**config.mk**
```make
export PLATFORM = sky130hd
export DESIGN_NAME = br_resolve_unit
export DESIGN_NICKNAME = d
export VERILOG_FILES = /design/src/rtl/br_pkg.sv /design/src/rtl/br_target_gen.sv /design/src/rtl/br_cond_eval.sv /design/src/rtl/br_resolve_unit.sv
export SDC_FILE = /design/constraint.sdc
export NUM_CORES = 1
export LEC_CHECK = 0
export ABC_AREA = 1
export ABC_CLOCK_PERIOD_IN_PS = 5900
export BUFFER_PORTS_ARGS = -buffer_cell sky130_fd_sc_hd__buf_4
export CAP_MARGIN = 20
export CORE_MARGIN = 4
export CORE_UTILIZATION = 40
export DETAILED_ROUTE_END_ITERATION = 8
export PLACE_DENSITY = 0.66
export SLEW_MARGIN = 20
export SYNTH_ARGS = -nofsm -noshare
export SYNTH_HDL_FRONTEND = slang
export SYNTH_HIERARCHICAL = 1
export SYNTH_SLANG_ARGS = --single-unit
```
**constraint.sdc**
```tcl
create_clock -name clk -period 5.9 [get_ports clk]
set_input_delay 0.885 -clock clk [delete_from_list [all_inputs] [get_ports clk]]
set_output_delay 0.885 -clock clk [all_outputs]
set_load 0.01 [all_outputs]
```
**src/rtl/br_pkg.sv**
```systemverilog
package br_pkg;

    localparam int BR_PC_W   = 20;
    localparam int BR_RP_W   = 16;
    localparam int BR_DISP_W = 16;
    localparam int BR_CYC_W  = 3;
    localparam int BR_LEN_W  = 3;

    typedef enum logic [3:0] {
        K_REG   = 4'd0,
        K_REL8  = 4'd1,
        K_REL16 = 4'd2,
        K_ABS16 = 4'd3,
        K_ABS20 = 4'd4,
        K_CY1   = 4'd5,
        K_CY0   = 4'd6,
        K_Z1    = 4'd7,
        K_Z0    = 4'd8,
        K_HI    = 4'd9,
        K_NHI   = 4'd10,
        K_BIT   = 4'd11
    } br_kind_e;

    typedef struct packed {
        logic                 valid;
        logic                 taken;
        logic [BR_PC_W-1:0]   npc;
        logic [BR_CYC_W-1:0]  cycles;
    } br_result_t;

    // Kind code is one this unit resolves
    function automatic logic kind_known(input logic [3:0] k);
        return k <= 4'd11;
    endfunction

    // Instruction length in bytes implied by the kind
    function automatic logic [BR_LEN_W-1:0] kind_len(input logic [3:0] k,
                                                      input logic [BR_LEN_W-1:0] ilen);
        logic [BR_LEN_W-1:0] l;
        case (k)
            4'd1, 4'd5, 4'd6, 4'd7, 4'd8: l = 3'd2;
            4'd2, 4'd9, 4'd10:            l = 3'd3;
            4'd11:                        l = ilen;
            default:                      l = 3'd0;
        endcase
        return l;
    endfunction

    function automatic logic is_flag_cond(input logic [3:0] k);
        return (k >= 4'd5) && (k <= 4'd10);
    endfunction

endpackage

```
**src/rtl/br_target_gen.sv**
```systemverilog
module br_target_gen
    import br_pkg::*;
#(
    parameter int PC_W   = BR_PC_W,
    parameter int RP_W   = BR_RP_W,
    parameter int DISP_W = BR_DISP_W,
    parameter int LEN_W  = BR_LEN_W
) (
    input  logic [3:0]        kind,
    input  logic [PC_W-1:0]   pc,
    input  logic [LEN_W-1:0]  ilen,
    input  logic [DISP_W-1:0] disp,
    input  logic [PC_W-1:0]   abs_op,
    input  logic [PC_W-RP_W-1:0] seg,
    input  logic [RP_W-1:0]   rp,
    output logic [PC_W-1:0]   target,
    output logic [PC_W-1:0]   fall
);
    localparam int SEG_W = PC_W - RP_W;

    logic [LEN_W-1:0] len;
    logic [PC_W-1:0]  base;
    logic [PC_W-1:0]  off8;
    logic [PC_W-1:0]  off16;

    assign len  = kind_len(kind, ilen);
    assign base = pc + {{(PC_W-LEN_W){1'b0}}, len};

    // Sign extension of both displacement widths
    generate
        if (PC_W > DISP_W) begin : g_wide
            assign off16 = {{(PC_W-DISP_W){disp[DISP_W-1]}}, disp};
        end else begin : g_narrow
            assign off16 = disp[PC_W-1:0];
        end
    endgenerate
    assign off8 = {{(PC_W-8){disp[7]}}, disp[7:0]};

    always_comb begin
        case (kind)
            4'd0:    target = {seg, rp};
            4'd2:    target = base + off16;
            4'd3:    target = {{SEG_W{1'b0}}, abs_op[RP_W-1:0]};
            4'd4:    target = abs_op;
            default: target = base + off8;
        endcase
    end

    assign fall = base;
endmodule

```
**src/rtl/br_cond_eval.sv**
```systemverilog
module br_cond_eval
    import br_pkg::*;
#(
    parameter int CYC_W = BR_CYC_W
) (
    input  logic [3:0]       kind,
    input  logic             z,
    input  logic             cy,
    input  logic             tbit,
    input  logic             segpfx,
    output logic             known,
    output logic             taken,
    output logic [CYC_W-1:0] cycles
);
    localparam logic [CYC_W-1:0] C_UNCOND = CYC_W'(3);
    localparam logic [CYC_W-1:0] C_FLAG_N = CYC_W'(2);
    localparam logic [CYC_W-1:0] C_FLAG_T = CYC_W'(4);
    localparam logic [CYC_W-1:0] C_BIT_N  = CYC_W'(3);
    localparam logic [CYC_W-1:0] C_BIT_T  = CYC_W'(5);

    logic zc;
    assign zc    = z | cy;
    assign known = kind_known(kind);

    always_comb begin
        case (kind)
            4'd5:    taken = cy;
            4'd6:    taken = ~cy;
            4'd7:    taken = z;
            4'd8:    taken = ~z;
            4'd9:    taken = ~zc;
            4'd10:   taken = zc;
            4'd11:   taken = tbit;
            4'd0, 4'd1, 4'd2, 4'd3, 4'd4: taken = 1'b1;
            default: taken = 1'b0;
        endcase
    end

    always_comb begin
        if (is_flag_cond(kind))
            cycles = taken ? C_FLAG_T : C_FLAG_N;
        else if (kind == 4'd11)
            cycles = (taken ? C_BIT_T : C_BIT_N) + {{(CYC_W-1){1'b0}}, segpfx};
        else if (known)
            cycles = C_UNCOND;
        else
            cycles = '0;
    end
endmodule

```
**src/rtl/br_resolve_unit.sv**
```systemverilog
module br_resolve_unit
    import br_pkg::*;
#(
    parameter int PC_W   = BR_PC_W,
    parameter int RP_W   = BR_RP_W,
    parameter int DISP_W = BR_DISP_W,
    parameter int LEN_W  = BR_LEN_W,
    parameter int CYC_W  = BR_CYC_W
) (
    input  logic                 clk,
    input  logic                 rst,
    input  logic                 req_valid_i,
    input  logic [3:0]           kind_i,
    input  logic [PC_W-1:0]      pc_i,
    input  logic [LEN_W-1:0]     ilen_i,
    input  logic [DISP_W-1:0]    disp_i,
    input  logic [PC_W-1:0]      abs_i,
    input  logic [PC_W-RP_W-1:0] seg_i,
    input  logic [RP_W-1:0]      rp_i,
    input  logic                 flag_z_i,
    input  logic                 flag_cy_i,
    input  logic                 tbit_i,
    input  logic                 segpfx_i,
    output logic                 res_valid_o,
    output logic                 taken_o,
    output logic [PC_W-1:0]      next_pc_o,
    output logic [CYC_W-1:0]     cycles_o
);
    logic [PC_W-1:0]  tgt, fall;
    logic             known, tk;
    logic [CYC_W-1:0] cyc;
    logic             v_q, t_q;
    logic [PC_W-1:0]  npc_q;
    logic [CYC_W-1:0] c_q;

    br_target_gen #(.PC_W(PC_W), .RP_W(RP_W), .DISP_W(DISP_W), .LEN_W(LEN_W)) u_tgt (
        .kind(kind_i), .pc(pc_i), .ilen(ilen_i), .disp(disp_i),
        .abs_op(abs_i), .seg(seg_i), .rp(rp_i), .target(tgt), .fall(fall)
    );

    br_cond_eval #(.CYC_W(CYC_W)) u_cond (
        .kind(kind_i), .z(flag_z_i), .cy(flag_cy_i), .tbit(tbit_i),
        .segpfx(segpfx_i), .known(known), .taken(tk), .cycles(cyc)
    );

    always_ff @(posedge clk) begin
        if (rst) begin
            v_q   <= 1'b0;
            t_q   <= 1'b0;
            npc_q <= '0;
            c_q   <= '0;
        end else if (req_valid_i && known) begin
            v_q   <= 1'b1;
            t_q   <= tk;
            npc_q <= tk ? tgt : fall;
            c_q   <= cyc;
        end else begin
            v_q   <= 1'b0;
            t_q   <= 1'b0;
            npc_q <= '0;
            c_q   <= '0;
        end
    end

    assign res_valid_o = v_q;
    assign taken_o     = t_q;
    assign next_pc_o   = npc_q;
    assign cycles_o    = c_q;
endmodule

```
==> out/results.ini, run 1 <==
[status]
status=complete, no violations

[final_layout]
layout-drive-gt1-share_pct=24.9
n_fill_cell=881
syn2layout_area_growth_pct=28.3
final_cell_mix=nand2_1 (206), buf_4 (116), inv_1 (74)
final_nets=806
stdcell_area_um2=4400
final_core_utilization_pct=53.1
diodes=0
layout_commonest_cell=nand2_1

[yosys]
synth_area_leader_cell=nand2_1
syn_area_um2=3430
postSynthCellCount=580
synth_nets=695
seq_area_frac_synth_pct=14.6
yosys_warnings=6
syn_avg_cell_area_um2=5.92
synth_area_leaders=nand2_1 (23%), dfxtp_1 (15%), ha_1 (8.4%)
synth.top_cell.area_share_pct=22.5
synth_cell_type_count=44
synth-seq-cells=25

[critical_path]
cp_max_fo=7
crit_family=simple AND/OR/NAND/NOR gates
slowest_stage=fa_1
cp-end-kind=register
cp-start-kind=input port
cp_data_required_time_ns=6.11
critical_path_buf_inv_count=5
endpoint=next_pc_o[16]$_SDFF_PP0_
timing.critical_path.mode_cell=nand2_1
crit_path_max_incr_delay_ns=0.42
worst-setup-path-type=in2reg
cp.arrival_ns=5.25
crit_path_start=kind_i[3]
cp_num_cells=29

[global_route]
first_global_vias=3712
use_met3_pct=1.94
grt-ovfl-total=0
grt_pass1_wl_um=17500
grt_busiest_layer=met2
antenna_found_initial=0
grt_use_met1_pct=31.8
grtUsageTotal_pct=21.2
grt_max_degree=24
met2_usage_pct=31.9

[detailed_routing]
drc_errors=0
routed-via-count=3883
firstDrtPassIters=5
drtIter0Drc=172
wl_per_cell_um=13.3
drt_wl_total_um=10600
ant_nets=0
viasPerCell=4.88

[power]
p_leak_nw=2.53
ir_drop_uv=54.8
powerDensity_nw_per_um2=146

[sta]
fin_crit_ns=5.04
finalSetupViolCount=0
drv_slew=0
finalCritPeriodShare_pct=85.5
fmaxAchievable_ghz=0.198
slew_headroom_pct=66.8
tns_ns=0
hold_viol_final=0
tightestPinTransition_ns=0.496
grt_setup_unrepaired=false

[die]
start_util_pct=41.3
die_h_um=101
fp-row-count=33
core_um2=8300
die_x_um=101
die_area_um2=10100
ios=115

[place]
post-dp-hpwl_um=9190
port_buffers=114
placed_area_um2=4360
globalplace.congestion=0.919

[clock_tree]
cts_hold_buf=0
clk_pin_slew_ns=0.07
tritoncts=built
cts_sinks=25
cts_inserted_buffers=3
cts_resized=0
cts-htree-levels=1
postCtsSetupBuffers=0
cts-root-buf=clkbuf_8
max-clock-path-buffers=2

[hold_path]
hold_class=in2reg

[run]
cap_violations=0

-- sequential cells by signal, indices dropped and copies added (netlist names) --
name         flops
taken_o          1
cycles_o         3
res_valid_o      1
next_pc_o       20
-- how the worst min path moves through the flow --
stage                                           to  cells past startpoint  slack, ns  startpoint
after global placement      res_valid_o$_SDFF_PP0_                      2       1.15         rst
final                       res_valid_o$_SDFF_PP0_                      2       0.88         rst
after detailed placement    res_valid_o$_SDFF_PP0_                      2       1.15         rst
after CTS                   res_valid_o$_SDFF_PP0_                      2       0.87         rst
after global routing        res_valid_o$_SDFF_PP0_                      2       0.89         rst
after floorplan           next_pc_o[15]$_SDFF_PP0_                      3       1.04         rst
-- per-stage QoR --
step | instances | setup WS (ns) | total power [mW] | hold WS, ns
2_1_floorplan | 580 | 1.61 | 0.423 | 1.04
3_3_place_gp | 791 | 0.756 | 0.544 | 1.15
5_1_grt | 795 | 0.483 | 0.701 | 0.886
3_5_place_dp | 791 | 0.689 | 0.547 | 1.15
6_report | 795 | 0.858 | 0.641 | 0.879
4_1_cts | 795 | 0.935 | 0.642 | 0.872
-- cells by family after synthesis --
group / count (synthesis) / synth area share, %
buffers and inverters: 97 / 11.7
adders and majority gates: 25 / 9.56
DFF: 25 / 14.6
xor gates and xnor gates: 17 / 5.11
and+or+nand+nor: 329 / 43.5
AOI/OAI and AO/OA: 87 / 15.5
-- routing by layer --
metal / vias to the layer above / share of wire [%]
met2: 100 / 42
met5: - / 0
met4: 0 / 2.0
li1: 2074 / -
met3: 11 / 5.8
met1: 1698 / 50
-- power by group --
group / internal, mW / switching [mW] / total (mW)
registers: 0.179 / 0.00244 / 0.181
logic: 0.151 / 0.215 / 0.367
clock network: 0.0481 / 0.0450 / 0.0931
total: 0.378 / 0.263 / 0.641
-- area by class of cell --
class | instances | area [um^2] | area share, %
clock buffers | 4 | 45.0 | 1.02
inverters | 87 | 328 | 7.45
multi-input cells | 458 | 2530 | 57.4
flip-flops and latches | 25 | 500 | 11.4
well taps | 105 | 131 | 2.98
repair buffers | 116 | 871 | 19.8
-- synthesized netlist by cell type, drive strengths merged --
library cell,count
inv,84
nand3,42
dfxtp,25
a21boi,2
o21bai,2
nand3b,2
a31oi,2
xor2,8
and3,1
nor3,3
nand2,218
a22oi,16
a21o,1
ha,23
clkinv,3
a22o,2
or2,3
buf,6
xnor2,9
a211oi,2
fa,2
nor2,55
clkbuf,4
nand4,5
o21ai,33
a21oi,27
Note: power is estimated with default switching activity, not from simulation.
==> inputs of run 2 (changes only) <==
--- a/config.mk
+++ b/config.mk
@@ -9,10 +9,12 @@
 export ABC_CLOCK_PERIOD_IN_PS = 5900
 export BUFFER_PORTS_ARGS = -buffer_cell sky130_fd_sc_hd__buf_4
 export CAP_MARGIN = 20
+export CELL_PAD_IN_SITES_DETAIL_PLACEMENT = 1
+export CELL_PAD_IN_SITES_GLOBAL_PLACEMENT = 1
 export CORE_MARGIN = 4
-export CORE_UTILIZATION = 40
+export CORE_UTILIZATION = 37
 export DETAILED_ROUTE_END_ITERATION = 8
-export PLACE_DENSITY = 0.66
+export PLACE_DENSITY = 0.87
 export SLEW_MARGIN = 20
 export SYNTH_ARGS = -nofsm -noshare
 export SYNTH_HDL_FRONTEND = slang
==> out/results.ini, run 2 (synthesized netlist as in run 1, its figures left out) <==
[power]
p_leak_nw=2.53  ; about the same
powerDensity_nw_per_um2=151  ; was 146 nW/um^2
ir_drop_uv=79.4  ; was 54.8 uV
finalPower_mw=0.665  ; was 0.641 mW

[detailed_routing]
drt_wl_total_um=12700  ; was 10600 um
routed-via-count=4011  ; was 3883
drtIter0Drc=132  ; was 172
drc_errors=0  ; unchanged
ant_nets=0  ; unchanged
firstDrtPassIters=4  ; was 5
viasPerCell=5.03  ; was 4.88
wl_per_cell_um=15.9  ; was 13.3 um

[final_layout]
layout-drive-gt1-share_pct=25.1  ; was 24.9%
layout_commonest_cell=nand2_1  ; unchanged
final_core_utilization_pct=49.6  ; was 53.1%
final_nets=806  ; unchanged
final_cell_mix=nand2_1 (206), buf_4 (116), inv_1 (74)  ; unchanged
stdcell_count=798  ; was 795
syn2layout_area_growth_pct=28.5  ; was 28.3%
diodes=0  ; unchanged
largest_reg_flops=20  ; unchanged

[clock_tree]
cts-root-buf=clkbuf_8  ; unchanged
cts_sinks=25  ; unchanged
postCtsSetupBuffers=0  ; unchanged
cts_resized=0  ; unchanged
clk_pin_slew_ns=0.09  ; was 0.07 ns
cts_inserted_buffers=3  ; unchanged
max-clock-path-buffers=2  ; unchanged
cts-htree-levels=1  ; unchanged
tritoncts=built  ; unchanged
cts_hold_buf=0  ; unchanged

[global_route]
grt_max_degree=24  ; unchanged
first_global_vias=4289  ; was 3712
grt_pass1_wl_um=21000  ; was 17500 um
grt-ovfl-total=0  ; unchanged
antenna_found_initial=0  ; unchanged
grtUsageTotal_pct=23.3  ; was 21.2%

[critical_path]
crit_path_max_incr_delay_ns=0.42  ; about the same
cp.arrival_ns=5.14  ; was 5.25 ns
slowest_stage=fa_1  ; unchanged
cp-end-kind=register  ; unchanged
crit_path_start=kind_i[3]  ; unchanged
cp-start-kind=input port  ; unchanged
timing.critical_path.mode_cell=nand2_1  ; unchanged
cp_max_fo=6  ; was 7
cp_data_required_time_ns=6.12  ; was 6.11 ns
worst-setup-path-type=in2reg  ; unchanged

[hold_path]
hp-start=rst  ; unchanged
hold_class=in2reg  ; unchanged

[sta]
fmaxAchievable_ghz=0.203  ; was 0.198 GHz
finalSetupViolCount=0  ; unchanged
grt_setup_unrepaired=false  ; unchanged
finalCritPeriodShare_pct=83.4  ; was 85.5%
hold_viol_final=0  ; unchanged
drv_slew=0  ; unchanged
slew_headroom_pct=65.8  ; was 66.8%
tns_ns=0  ; unchanged
holdWs_ns=0.891  ; was 0.879 ns
tightestPinTransition_ns=0.510  ; was 0.496 ns
fin_crit_ns=4.92  ; was 5.04 ns

[run]
cap_violations=0  ; unchanged

[status]
status=complete, no violations  ; unchanged

[die]
die_area_um2=10900  ; was 10100 um^2
fp-row-count=34  ; was 33
die_h_um=104  ; was 101 um
ios=115  ; unchanged
start_util_pct=38.6  ; was 41.3%
die_x_um=104  ; was 101 um
core_um2=8890  ; was 8300 um^2

[place]
globalplace.congestion=0.934  ; was 0.919
post-dp-hpwl_um=11300  ; was 9190 um
dp_cells=794  ; was 791
port_buffers=114  ; unchanged

run 2: changes by cell type in the layout (fill, tap and decap cells not counted), sizes merged:
| cell | before | now |
|---|---|---|
| clkinv | 3 | 4 |
| clkbuf | 4 | 3 |
run 2: cell type report:
type                    count  area [um^2]
multi-input cells         458         2530
fillers                  1275         4480
flip-flops and latches     25          500
repair buffers            116          871
well taps                 108          135
clock buffers               3         41.3
inverters                  87          328
clock inverters             1         5.00
run 2: worst paths after layout:
| path | to | cells past startpoint |
|---|---|---|
| setup / recovery | next_pc_o[18]$_SDFF_PP0_ | 32 |
| hold / removal | res_valid_o$_SDFF_PP0_ | 2 |
run 2: layer usage:
metal	routed length, um	GRT usage [%]
met1	6060	31.7
met5	0	0
met3	547	2.48
met2	5960	39.7
met4	167	4.94
run 2: critical path: cells and delay by family:
kind                     cells  cell delay, ns
adder cells (fa/ha/maj)      3            1.04
buffers and inverters        6            0.50
AO/OA/AOI/OAI                6            0.83
AND/OR/NAND/NOR             17            1.85
run 2: where the power goes:
| part | switching, mW | internal [mW] |
|---|---|---|
| clock | 0.0542 | 0.0472 |
| combinational | 0.230 | 0.152 |
| sequential | 0.00327 | 0.179 |
| total | 0.287 | 0.378 |
run 2: per-stage QoR:
step	cell area [um^2]	worst slack, ns
2_1_floorplan	3430	1.61
3_3_place_gp	4360	0.774
3_5_place_dp	4360	0.762
4_1_cts	4410	1.03
5_1_grt	4410	0.414
6_report	4410	0.982
